## config.mk

```make
export PLATFORM = sky130hd
export DESIGN_NAME = bus_width_bridge
export DESIGN_NICKNAME = d
export VERILOG_FILES = /design/src/rtl/bwb_pkg.sv /design/src/rtl/bwb_ctrl.sv /design/src/rtl/bwb_datapath.sv /design/src/rtl/bus_width_bridge.sv
export SDC_FILE = /design/constraint.sdc
export NUM_CORES = 1
export LEC_CHECK = 0
export CAP_MARGIN = 20
export CORE_MARGIN = 8
export CORE_UTILIZATION = 41
export CTS_BUF_LIST = sky130_fd_sc_hd__clkbuf_8 sky130_fd_sc_hd__clkbuf_16
export CTS_CLUSTER_DIAMETER = 200
export DETAILED_ROUTE_END_ITERATION = 7
export PLACE_DENSITY_LB_ADDON = 0.25
export SLEW_MARGIN = 25
export SYNTH_ARGS = -nofsm -noshare
export SYNTH_HDL_FRONTEND = slang
export SYNTH_SLANG_ARGS = --single-unit
```

## constraint.sdc

```tcl
create_clock -name clk -period 4.4 [get_ports clk]
set_input_delay 0.66 -clock clk [delete_from_list [all_inputs] [get_ports clk]]
set_output_delay 0.66 -clock clk [all_outputs]
set_load 0.01 [all_outputs]
```

## src/rtl/bwb_pkg.sv

```systemverilog
package bwb_pkg;

  typedef enum logic [1:0] {
    ST_IDLE,
    ST_BUSY,
    ST_DONE,
    ST_FAULT
  } bridgeState_e;

  typedef struct packed {
    logic loadReq;
    logic captureRd;
    logic wideActive;
    logic ack;
    logic fault;
  } ctrlStrobe_t;

  // True when the mask is a contiguous run of w set bits (w a power of two),
  // starting at a multiple of w and lying inside nBytes lanes.
  function automatic logic isAlignedMask(input logic [15:0] mask, input int unsigned nBytes);
    logic hit;
    logic [15:0] pattern;
    hit = 1'b0;
    for (int w = 1; w <= 16; w = w * 2) begin
      for (int off = 0; off < 16; off = off + w) begin
        if ((w <= int'(nBytes)) && (off + w <= int'(nBytes))) begin
          pattern = 16'((32'd1 << w) - 32'd1) << off;
          if (mask == pattern) hit = 1'b1;
        end
      end
    end
    return hit;
  endfunction

endpackage

```

## src/rtl/bwb_ctrl.sv

```systemverilog
module bwb_ctrl
  import bwb_pkg::*;
(
  input  logic        clk,
  input  logic        rstN,
  input  logic        reqValid,
  input  logic        reqLegal,
  input  logic        wWaitReq,
  output ctrlStrobe_t strobe
);

  bridgeState_e stateQ, stateD;

  always_ff @(posedge clk) begin
    if (!rstN) stateQ <= ST_IDLE;
    else       stateQ <= stateD;
  end

  always_comb begin
    stateD = stateQ;
    strobe = '0;
    unique case (stateQ)
      ST_IDLE: begin
        if (reqValid) begin
          if (reqLegal) begin
            strobe.loadReq = 1'b1;
            stateD = ST_BUSY;
          end else begin
            stateD = ST_FAULT;
          end
        end
      end
      ST_BUSY: begin
        strobe.wideActive = 1'b1;
        if (!wWaitReq) begin
          strobe.captureRd = 1'b1;
          stateD = ST_DONE;
        end
      end
      ST_DONE: begin
        strobe.ack = 1'b1;
        stateD = ST_IDLE;
      end
      ST_FAULT: begin
        strobe.ack   = 1'b1;
        strobe.fault = 1'b1;
        stateD = ST_IDLE;
      end
      default: stateD = ST_IDLE;
    endcase
  end

endmodule

```

## src/rtl/bwb_datapath.sv

```systemverilog
module bwb_datapath
  import bwb_pkg::*;
#(
  parameter int ADDR_W   = 16,
  parameter int NARROW_W = 32,
  localparam int NB      = NARROW_W / 8,
  localparam int SEL_BIT = $clog2(NB),
  localparam int WIDE_W  = 2 * NARROW_W,
  localparam int WB      = 2 * NB,
  localparam int WADDR_W = ADDR_W - SEL_BIT - 1
)(
  input  logic                    clk,
  input  logic                    rstN,
  input  ctrlStrobe_t             strobe,
  input  logic [ADDR_W-1:SEL_BIT] nAddr,
  input  logic                    nRead,
  input  logic                    nWrite,
  input  logic [NB-1:0]           nByteEn,
  input  logic [NARROW_W-1:0]     nWriteData,
  input  logic [WIDE_W-1:0]       wReadData,
  output logic                    reqValid,
  output logic                    reqLegal,
  output logic [NARROW_W-1:0]     nReadData,
  output logic                    nWaitReq,
  output logic                    nError,
  output logic [WADDR_W-1:0]      wAddr,
  output logic                    wRead,
  output logic                    wWrite,
  output logic [WB-1:0]           wByteEn,
  output logic [WIDE_W-1:0]       wWriteData
);

  logic [ADDR_W-1:SEL_BIT] addrQ;
  logic [NB-1:0]           beQ;
  logic [NARROW_W-1:0]     wdataQ;
  logic                    isWriteQ;
  logic [NARROW_W-1:0]     rdataQ;
  logic [NARROW_W-1:0]     rdHalf;
  logic                    halfSel;

  assign reqValid = nRead | nWrite;
  assign reqLegal = isAlignedMask(16'(nByteEn), NB);

  always_ff @(posedge clk) begin
    if (!rstN) begin
      addrQ    <= '0;
      beQ      <= '0;
      wdataQ   <= '0;
      isWriteQ <= 1'b0;
      rdataQ   <= '0;
    end else begin
      if (strobe.loadReq) begin
        addrQ    <= nAddr;
        beQ      <= nByteEn;
        wdataQ   <= nWriteData;
        isWriteQ <= nWrite;
      end
      if (strobe.captureRd && !isWriteQ) rdataQ <= rdHalf;
    end
  end

  assign halfSel = addrQ[SEL_BIT];
  assign wAddr   = addrQ[ADDR_W-1:SEL_BIT+1];
  assign wRead   = strobe.wideActive & ~isWriteQ;
  assign wWrite  = strobe.wideActive &  isWriteQ;

  for (genvar lane = 0; lane < 2; lane++) begin : g_lane
    assign wByteEn[lane*NB +: NB] =
      (strobe.wideActive && (halfSel == 1'(lane))) ? beQ : '0;
    assign wWriteData[lane*NARROW_W +: NARROW_W] = wdataQ;
  end

  assign rdHalf    = halfSel ? wReadData[WIDE_W-1:NARROW_W] : wReadData[NARROW_W-1:0];
  assign nReadData = rdataQ;
  assign nWaitReq  = ~strobe.ack;
  assign nError    = strobe.fault;

endmodule

```

## src/rtl/bus_width_bridge.sv

```systemverilog
module bus_width_bridge
  import bwb_pkg::*;
#(
  parameter int ADDR_W   = 16,
  parameter int NARROW_W = 32,
  localparam int NB      = NARROW_W / 8,
  localparam int SEL_BIT = $clog2(NB),
  localparam int WIDE_W  = 2 * NARROW_W,
  localparam int WB      = 2 * NB,
  localparam int WADDR_W = ADDR_W - SEL_BIT - 1
)(
  input  logic                    clk,
  input  logic                    rstN,
  input  logic [ADDR_W-1:SEL_BIT] nAddr,
  input  logic                    nRead,
  input  logic                    nWrite,
  input  logic [NB-1:0]           nByteEn,
  input  logic [NARROW_W-1:0]     nWriteData,
  output logic [NARROW_W-1:0]     nReadData,
  output logic                    nWaitReq,
  output logic                    nError,
  output logic [WADDR_W-1:0]      wAddr,
  output logic                    wRead,
  output logic                    wWrite,
  output logic [WB-1:0]           wByteEn,
  output logic [WIDE_W-1:0]       wWriteData,
  input  logic [WIDE_W-1:0]       wReadData,
  input  logic                    wWaitReq
);

  ctrlStrobe_t strobe;
  logic        reqValid;
  logic        reqLegal;

  bwb_ctrl u_ctrl (
    .clk      (clk),
    .rstN     (rstN),
    .reqValid (reqValid),
    .reqLegal (reqLegal),
    .wWaitReq (wWaitReq),
    .strobe   (strobe)
  );

  bwb_datapath #(
    .ADDR_W   (ADDR_W),
    .NARROW_W (NARROW_W)
  ) u_dp (
    .clk        (clk),
    .rstN       (rstN),
    .strobe     (strobe),
    .nAddr      (nAddr),
    .nRead      (nRead),
    .nWrite     (nWrite),
    .nByteEn    (nByteEn),
    .nWriteData (nWriteData),
    .wReadData  (wReadData),
    .reqValid   (reqValid),
    .reqLegal   (reqLegal),
    .nReadData  (nReadData),
    .nWaitReq   (nWaitReq),
    .nError     (nError),
    .wAddr      (wAddr),
    .wRead      (wRead),
    .wWrite     (wWrite),
    .wByteEn    (wByteEn),
    .wWriteData (wWriteData)
  );

endmodule

```

==> flow_summary.yaml, run 1 <==
flow_run:
  max_cap_violations: 0
synthesis:
  synthCells: 439
  syn-num-nets: 558
  netlist_top_cells_area: "dfxtp_1 42%, mux2i_1 21%, nand2_1 13%"
  synth_seq_cells: 85
  synth_top_area_share: 0.4205
  synthArstFlopShare: 0
  synth.largest_area_cell: "dfxtp_1"
  avgSynthCellArea_um2: 9.217
  synth_commonest_cells: "135 x nand2_1, 85 x dfxtp_1, 84 x mux2i_1"
  synth-seq-area-share: 0.4205
  synth_warnings: 0
  synthFlopType: "dfxtp_1"
  yosysUniqueCellTypes: 21
  yosysMostFrequentCell: "nand2_1"
  syn_area_mm2: 0.004046
  synth_edf_count: 0
global_routing:
  grt_pass1_wl_um: 18740
  grt_pass1_vias: 3679
  track_usage: 0.1765
  grt_max_degree: 94
  grt-ovfl-total: 0
  antenna_found_initial: 0
setup_path:
  r2r_cells: 5
  crit_type: "reg -> out"
  critPathLaunchType: "flop"
  arrival_ns: 2.02
  endpoint_kind: "output port"
  r2r_end: "u_dp.nReadData[18]"
  ff2ff_setup_slack_ns: 2.60
  worstPathRequired_ns: 3.74
  reg2reg_from: "u_ctrl.stateQ[0]"
  crit_path_start: "u_ctrl.stateQ[0]"
  critPathCapture: "wByteEn[5]"
  cp_max_fo: 7
detailed_routing:
  wl_per_cell_um: 16.07
  routed_wl_um: 12150
  drtIter0Drc: 202
  ant_nets: 0
  vias: 3598
  dr.pass1.iters: 4
  drt-vias-per-instance: 4.759
  drc: 0
clocking:
  cts.sinks: 85
  cts_setup_buffers: 0
  h-tree-depth: 3
  cts_tree: "built"
  cts_hold_buf: 0
  path_clk_slew_ns: 0.08
  clkLatencyLatePin_ns: 0.34
  clock_path_buffers: 2
  cts-buffers-inserted: 9
  cts_resized: 0
  cts_root_buf: "clkbuf_8"
cells_and_area:
  antennaDiodeCount: 0
  drive_above_1_share: 0.03852
  nNetsFinal: 737
  post-route-util: 0.6589
  synthToLayoutAreaGrowth_pct: 57.70
  final_area_mm2: 0.006381
  instances_no_fill: 756
die:
  core-area_mm2: 0.009684
  ios: 240
  start_util: 0.4178
  die_area_mm2: 0.01330
  row_count: 36
  die_h_um: 115.3
  die_x_um: 115.3
pwr:
  p_int_mw: 1.492
  pwr-share-seq: 0.436
  p_clk_frac: 0.306
  switching_share: 0.2590
  power_leakage_nw: 2.694
  power_density_mw_per_mm2: 315.5
  combPwrFrac: 0.258
  p_sw_uw: 521.4
  peakVddDrop_uv: 187.3
placement:
  port_buffers: 239
  dp.cells: 740
  place.detailed.hpwl_um: 9468
  dpl-instance-area_mm2: 0.006155
  gp_congestion: 0.7592
timing:
  slew_viol_final: 0
  period_share: 0.6098
  worstMarginPinSlew_ns: 0.8616
  setup_viol: 0
  min_period_ns: 2.683
  relSlewSlack: 0.4256
  fmax_mhz: 372.7
  skew_ns: 0.009827
  rsz0062_at_grt: "no"
  holdWs_ns: 0.4628
  finalSetupTns_ns: 0
  final_hold_viol_count: 0
min_path:
  holdCritPathClass: "reg -> reg"
outcome:
  outcome: "complete, no violations"
## cells by family (layout without fill, tap and decap cells)
group / count (synthesis) / after routing / synth area share
and+or+nand+nor: 156 / 156 / 0.1565
DFF: 85 / 85 / 0.4205
muxes: 84 / 84 / 0.2078
buffers and inverters: 78 / 262 / 0.1237
AOI/OAI and AO/OA: 36 / 36 / 0.09153
## layout by cell type (no fill, tap or decap), types with 2 or more instances in the layout
cell type        netlist  routed
nor2b_1                2       2
bufinv_16              0       2
inv_1                  2       4
o211a_1               32      32
and2_1                 2       2
nor2_1                 5       5
clkbuf_8               0      11
dfxtp_1               85      84
buf_4                 45       6
clkdlybuf4s50_1        0     238
and3_1                 6       6
nor3b_1                3       3
nand2_1              135     135
mux2i_1               84      84
## per-stage QoR
step | worst slack [ns] | power [mW]
3_5_place_dp | 1.596 | 1.420
6_report | 1.717 | 2.013
2_1_floorplan | 2.439 | 1.155
3_3_place_gp | 1.705 | 1.407
5_1_grt | 1.565 | 2.108
4_1_cts | 1.710 | 2.039
## power groups by stage
stage / logic, mW / registers, mW / clock network [mW]
after floorplan: 0.248 / 0.907 / 0
after global placement: 0.516 / 0.891 / 0
after detailed placement: 0.525 / 0.895 / 0
after CTS: 0.526 / 0.877 / 0.636
after global routing: 0.558 / 0.885 / 0.665
final: 0.519 / 0.877 / 0.617
## worst max-delay path, cell delays in order, from the launching register on
cell,delay [ns]
dfxtp_1,0.45
nor2b_1,0.44
and3_1,0.23
clkdlybuf4s50_1,0.55
## registers in the layout, summed over array words and instances, names as in the netlist
register / cells
u_dp.nReadData: 32
u_ctrl.stateQ: 2
u_dp.isWriteQ: 1
u_dp.beQ: 4
u_dp.addrQ: 14
u_dp.wdataQ: 32
## layout make-up
cell class              instances  area (um2)
clock inverters                 5       75.07
repair buffers                244        2427
multi-input cells             276        1851
flip-flops and latches         85        1703
well taps                     133       166.4
inverters                       2       7.507
fillers                       818        3303
clock buffers                  11       151.4
## routing by layer
metal / track usage / up-vias / wire length (um)
met5: 0 / - / 0
met4: 0.07093 / 0 / 206
met3: 0.07300 / 17 / 1326
met2: 0.3016 / 148 / 5883
met1: 0.1891 / 1654 / 4735
li1: - / 1779 / -
## worst min path at each step
stage	startpoint	to	slack [ns]	depth (start not counted)
after floorplan	u_dp.addrQ[10]	u_dp.addrQ[10]	0.44	2
after global placement	u_dp.addrQ[8]	u_dp.addrQ[8]	0.44	2
after detailed placement	u_dp.addrQ[6]	u_dp.addrQ[6]	0.45	2
after CTS	u_dp.addrQ[4]	u_dp.addrQ[4]	0.46	2
after global routing	u_dp.addrQ[4]	u_dp.addrQ[4]	0.47	2
final	u_dp.addrQ[15]	u_dp.addrQ[15]	0.46	2
Note: power is estimated with default switching activity, not from simulation.
==> run 2: changes to the inputs <==
Settings changed: CORE_UTILIZATION 41 to 38.
Clock period 4.4 ns to 2.7 ns, I/O delays scaled along.
==> run 2 against run 1 <==
  * Utilization down 3.2 points
  * Wire length rose by 0.12%
  * Hold slack lost 0.0020 ns
  * Flip-flop and latch count is the same
  * First-iteration DRC count shrank 8.4%
  * Non-clock buffer count stayed put
  * Critical path depth is the same
  * Clock-buffer cell count decreased by 1
  * Cell area grew 1.4%
  * Global-route usage decreased by 1.0 points
  * Critical path type unchanged
==> flow_summary.yaml, run 2 (synthesized netlist as in run 1, its figures left out) <==
die:
  core-area_mm2: 0.01032
  row_count: 37
  die_x_um: 119.2
  ios: 240
  start_util: 0.3920
  die_h_um: 119.2
  die_area_mm2: 0.01421
detailed_routing:
  drtIter0Drc: 185
  wl_per_cell_um: 16.03
  vias: 3547
  drt-vias-per-instance: 4.673
  dr.pass1.iters: 5
  drc: 0
  routed_wl_um: 12170
  ant_nets: 0
timing:
  setup_viol: 0
  finalSetupTns_ns: 0
  slew_viol_final: 0
  min_period_ns: 2.365
  holdWs_ns: 0.4608
  fmax_mhz: 422.9
  worstMarginPinSlew_ns: 0.5411
  final_hold_viol_count: 0
  skew_ns: 0.01185
  rsz0062_at_grt: "no"
  relSlewSlack: 0.6393
  period_share: 0.8758
setup_path:
  worstPathRequired_ns: 2.30
  critPathLaunchType: "flop"
  cp_max_fo: 7
  endpoint_kind: "output port"
  crit_type: "reg -> out"
  arrival_ns: 1.96
clocking:
  clkLatencyLatePin_ns: 0.35
  cts_root_buf: "clkbuf_8"
  cts_hold_buf: 0
  cts_tree: "built"
  cts-buffers-inserted: 9
  cts_resized: 0
  path_clk_slew_ns: 0.09
  h-tree-depth: 3
  clock_path_buffers: 2
  cts_setup_buffers: 0
  cts.sinks: 85
cells_and_area:
  drive_above_1_share: 0.04173
  synthToLayoutAreaGrowth_pct: 59.83
  final_area_mm2: 0.006467
  final_common_cell: "clkdlybuf4s50_1"
  nNetsFinal: 737
  antennaDiodeCount: 0
  num-fill-cells: 862
  final_cell_mix: "238 x clkdlybuf4s50_1, 135 x nand2_1, 84 x mux2i_1, 84 x dfxtp_1, 32 x o211a_1"
  instances_no_fill: 759
  post-route-util: 0.6265
flow_run:
  max_cap_violations: 0
placement:
  dpl-instance-area_mm2: 0.006196
  port_buffers: 239
  gp_congestion: 0.7929
  place.detailed.hpwl_um: 9548
  dp.cells: 743
min_path:
  holdCritPathClass: "reg -> reg"
pwr:
  peakVddDrop_uv: 314.8
  power_leakage_nw: 2.723
  power_density_mw_per_mm2: 536.6
global_routing:
  antenna_found_initial: 0
  grt_pass1_wl_um: 19370
  grt_max_degree: 65
  grt_pass1_vias: 3701
  track_usage: 0.1662
  grt-ovfl-total: 0
outcome:
  outcome: "complete, no violations"
==> run 2: where the power goes <==
group,switching (mW),internal (mW),total (mW)
Combinational,0.338,0.516,0.854
Clock,0.454,0.734,1.19
Sequential,0.0715,1.36,1.43
Total,0.864,2.61,3.47
==> run 2: layout make-up <==
class | instances | area, um2 | share of cell area
Clock inverter | 6 | 133.9 | 0.02070
Multi-Input combinational cell | 276 | 1851 | 0.2861
Inverter | 2 | 7.507 | 0.001161
Clock buffer | 10 | 137.6 | 0.02128
Timing Repair Buffer | 244 | 2465 | 0.3811
Tap cell | 136 | 170.2 | 0.02631
Sequential cell | 85 | 1703 | 0.2633
==> run 2: per-stage QoR <==
| step | power [mW] | setup slack (ns) |
|---|---|---|
| finish | 3.470 | 0.3353 |
| global route | 3.653 | 0.1339 |
| CTS | 3.516 | 0.3094 |
| detailed placement | 2.323 | 0.3179 |
| global placement | 2.305 | 0.3977 |
| floorplan | 1.882 | 0.9936 |
==> run 2: final timing paths <==
path,cells past startpoint,slack (ns),end,from
max,3,0.34,wByteEn[7],u_ctrl.stateQ[0]
min,2,0.46,u_dp.addrQ[8],u_dp.addrQ[8]
max reg2reg,5,1.18,u_dp.nReadData[22],u_ctrl.stateQ[0]
min reg2reg,2,0.46,u_dp.addrQ[8],u_dp.addrQ[8]
==> run 2: per-layer routing <==
metal | global-route usage | up-vias | wire length [um]
met3 | 0.08786 | 6 | 1514
li1 | - | 1773 | -
met4 | 0.03794 | 0 | 78
met5 | 0 | - | 0
met1 | 0.1789 | 1613 | 4847
met2 | 0.2824 | 155 | 5725
==> run 2: critical path: stages (launching register included) <==
cell and delay (ns):
dfxtp_1 0.46, nor2b_1 0.38, and3_1 0.21, clkdlybuf4s50_1 0.57
==> run 3: changes to the inputs <==
Settings changed: PLACE_DENSITY set to 0.84, PLACE_DENSITY_LB_ADDON 0.25 to not set, RECOVER_POWER set to 100.
==> run 3 against run 2 <==
  * Global-route usage up 0.20 points
  * Maximum frequency down 2.6%
  * Flip-flop and latch count unchanged
  * Final cell count down 0.13%
  * First-iteration DRC count down 9.7%
  * Largest cell class unchanged
  * Total power down 11%
  * Critical path depth up 3
  * Hold slack better by 0.0028 ns
  * Sequential share of layout area up 0.56 points
==> flow_summary.yaml, run 3 (synthesized netlist as in run 1, its figures left out) <==
clocking:
  clkLatencyLatePin_ns: 0.34
  h-tree-depth: 3
  cts.sinks: 85
  cts-buffers-inserted: 9
  cts_tree: "built"
  cts_resized: 0
  cts_hold_buf: 0
  path_clk_slew_ns: 0.08
  cts_root_buf: "clkbuf_8"
  clock_path_buffers: 2
  cts_setup_buffers: 0
pwr:
  p_total_mw: 3.077
  peakVddDrop_uv: 352.0
  power_density_mw_per_mm2: 485.9
  switching_share: 0.2746
  combPwrFrac: 0.260
  p_sw_uw: 845.1
  p_int_mw: 2.232
  power_leakage_nw: 3.039
  pwr-share-seq: 0.463
  p_clk_frac: 0.277
timing:
  min_period_ns: 2.429
  final_hold_viol_count: 0
  finalSetupTns_ns: 0
  fmax_mhz: 411.7
  skew_ns: 0.01248
  setup_viol: 0
  relSlewSlack: 0.2544
  fin_ws_ns: 0.2710
  worstMarginPinSlew_ns: 1.118
  period_share: 0.8996
  holdWs_ns: 0.4637
  rsz0062_at_grt: "no"
  slew_viol_final: 0
setup_path:
  path_cells: "dlygate4sd3_1 > nor2_1 > mux2i_1 > a2111oi_4 > clkbuf_4 > mux2i_1"
  critPathLaunchType: "input pin"
  cp_max_fo: 36
  r2r_end: "u_dp.nReadData[1]"
  crit_path_start: "nByteEn[0]"
  cp_slowest_cell: "clkbuf_4"
  ff2ff_setup_slack_ns: 0.34
  arrival_ns: 2.68
  reg2reg_from: "u_ctrl.stateQ[0]"
  slowest_delay_ns: 0.63
  path_common_cell: "mux2i_1"
  endpoint_kind: "flop"
  r2r_cells: 5
  worstPathRequired_ns: 2.95
  crit_type: "in -> reg"
die:
  core-area_mm2: 0.01032
  ios: 240
  die_area_mm2: 0.01421
  die_h_um: 119.2
  row_count: 37
  start_util: 0.3920
  die_x_um: 119.2
cells_and_area:
  num-fill-cells: 840
  final_common_cell: "nand2_1"
  final_cell_mix: "135 x nand2_1, 122 x dlygate4sd3_1, 116 x clkdlybuf4s50_1, 84 x mux2i_1, 84 x dfxtp_1"
  final_area_mm2: 0.006334
  synthToLayoutAreaGrowth_pct: 56.52
  drive_above_1_share: 0.03376
  antennaDiodeCount: 0
  nNetsFinal: 737
placement:
  dpl-instance-area_mm2: 0.006196
  place.detailed.hpwl_um: 9901
  port_buffers: 239
  gp_congestion: 0.7917
  pre_cts_ws_ns: 0.3443
global_routing:
  track_usage: 0.1682
  busiest_layer: "met2"
  globalRouteMet2Util: 0.3010
  grt_pass1_wl_um: 19580
  antenna_found_initial: 0
  grt_max_degree: 78
  grt_util_met1: 0.1671
  use_met3: 0.08597
  grt-ovfl-total: 0
  grt_pass1_vias: 3881
outcome:
  outcome: "complete, no violations"
detailed_routing:
  routed_wl_um: 12400
  ant_nets: 0
  drtIter0Drc: 167
  dr.pass1.iters: 4
  drc: 0
  vias: 3591
  drt-vias-per-instance: 4.737
  wl_per_cell_um: 16.36
min_path:
  min_from: "u_dp.addrQ[4]"
  holdCritPathClass: "reg -> reg"
  min_path_cells: 2
  hold_end: "u_dp.addrQ[4]"
flow_run:
  max_cap_violations: 0
[run 3: cell types whose count changed in the layout (fill, tap and decap cells not counted), sizes merged, moves of 3 or more]
cell           change
buf                -3
bufinv             -3
clkdlybuf4s50    -122
dlygate4sd3      +122
[run 3: per-layer routing]
| metal | vias up | part of all wire |
|---|---|---|
| met3 | 14 | 0.12 |
| met5 | - | 0 |
| met2 | 160 | 0.50 |
| met4 | 0 | 0.014 |
| li1 | 1772 | - |
| met1 | 1645 | 0.37 |
[run 3: critical path: cells and delay by family]
family                 cells  cell delay, ns
AOI/OAI and AO/OA          1            0.40
and+or+nand+nor            1            0.20
muxes                      2            0.44
buffers and inverters      2            1.21
[run 3: power groups by stage]
stage / combinational, mW / clock (mW) / sequential, mW
final: 0.800 / 0.852 / 1.42
after global routing: 0.862 / 0.938 / 1.44
after CTS: 0.874 / 0.886 / 1.43
after detailed placement: 0.871 / 0 / 1.46
after global placement: 0.853 / 0 / 1.45
after floorplan: 0.404 / 0 / 1.48
[run 3: worst max-delay path by stage]
stage | endpoint | slack (ns) | cells past startpoint
after floorplan | u_dp.addrQ[10] | 0.99 | 5
after global placement | u_dp.addrQ[2] | 0.47 | 6
after detailed placement | u_dp.addrQ[3] | 0.34 | 6
after CTS | wWrite | 0.33 | 3
after global routing | wByteEn[3] | 0.13 | 4
final | u_dp.beQ[0] | 0.27 | 6
[run 3: final cells by class]
cell class / count / area, um2 / share of cell area
clock buffer: 9 / 123.9 / 0.01956
clock inverter: 6 / 57.56 / 0.009087
inverter: 2 / 7.507 / 0.001185
multi-input combinational: 276 / 1837 / 0.2900
sequential: 85 / 1703 / 0.2689
tap: 136 / 170.2 / 0.02687
timing repair buffer: 244 / 2435 / 0.3844
[run 3: per-stage QoR]
stage	util	std cells
2_1_floorplan	-	439
3_3_place_gp	0.6002	743
3_5_place_dp	0.6002	743
4_1_cts	0.6177	758
5_1_grt	0.6135	758
6_report	0.6135	758
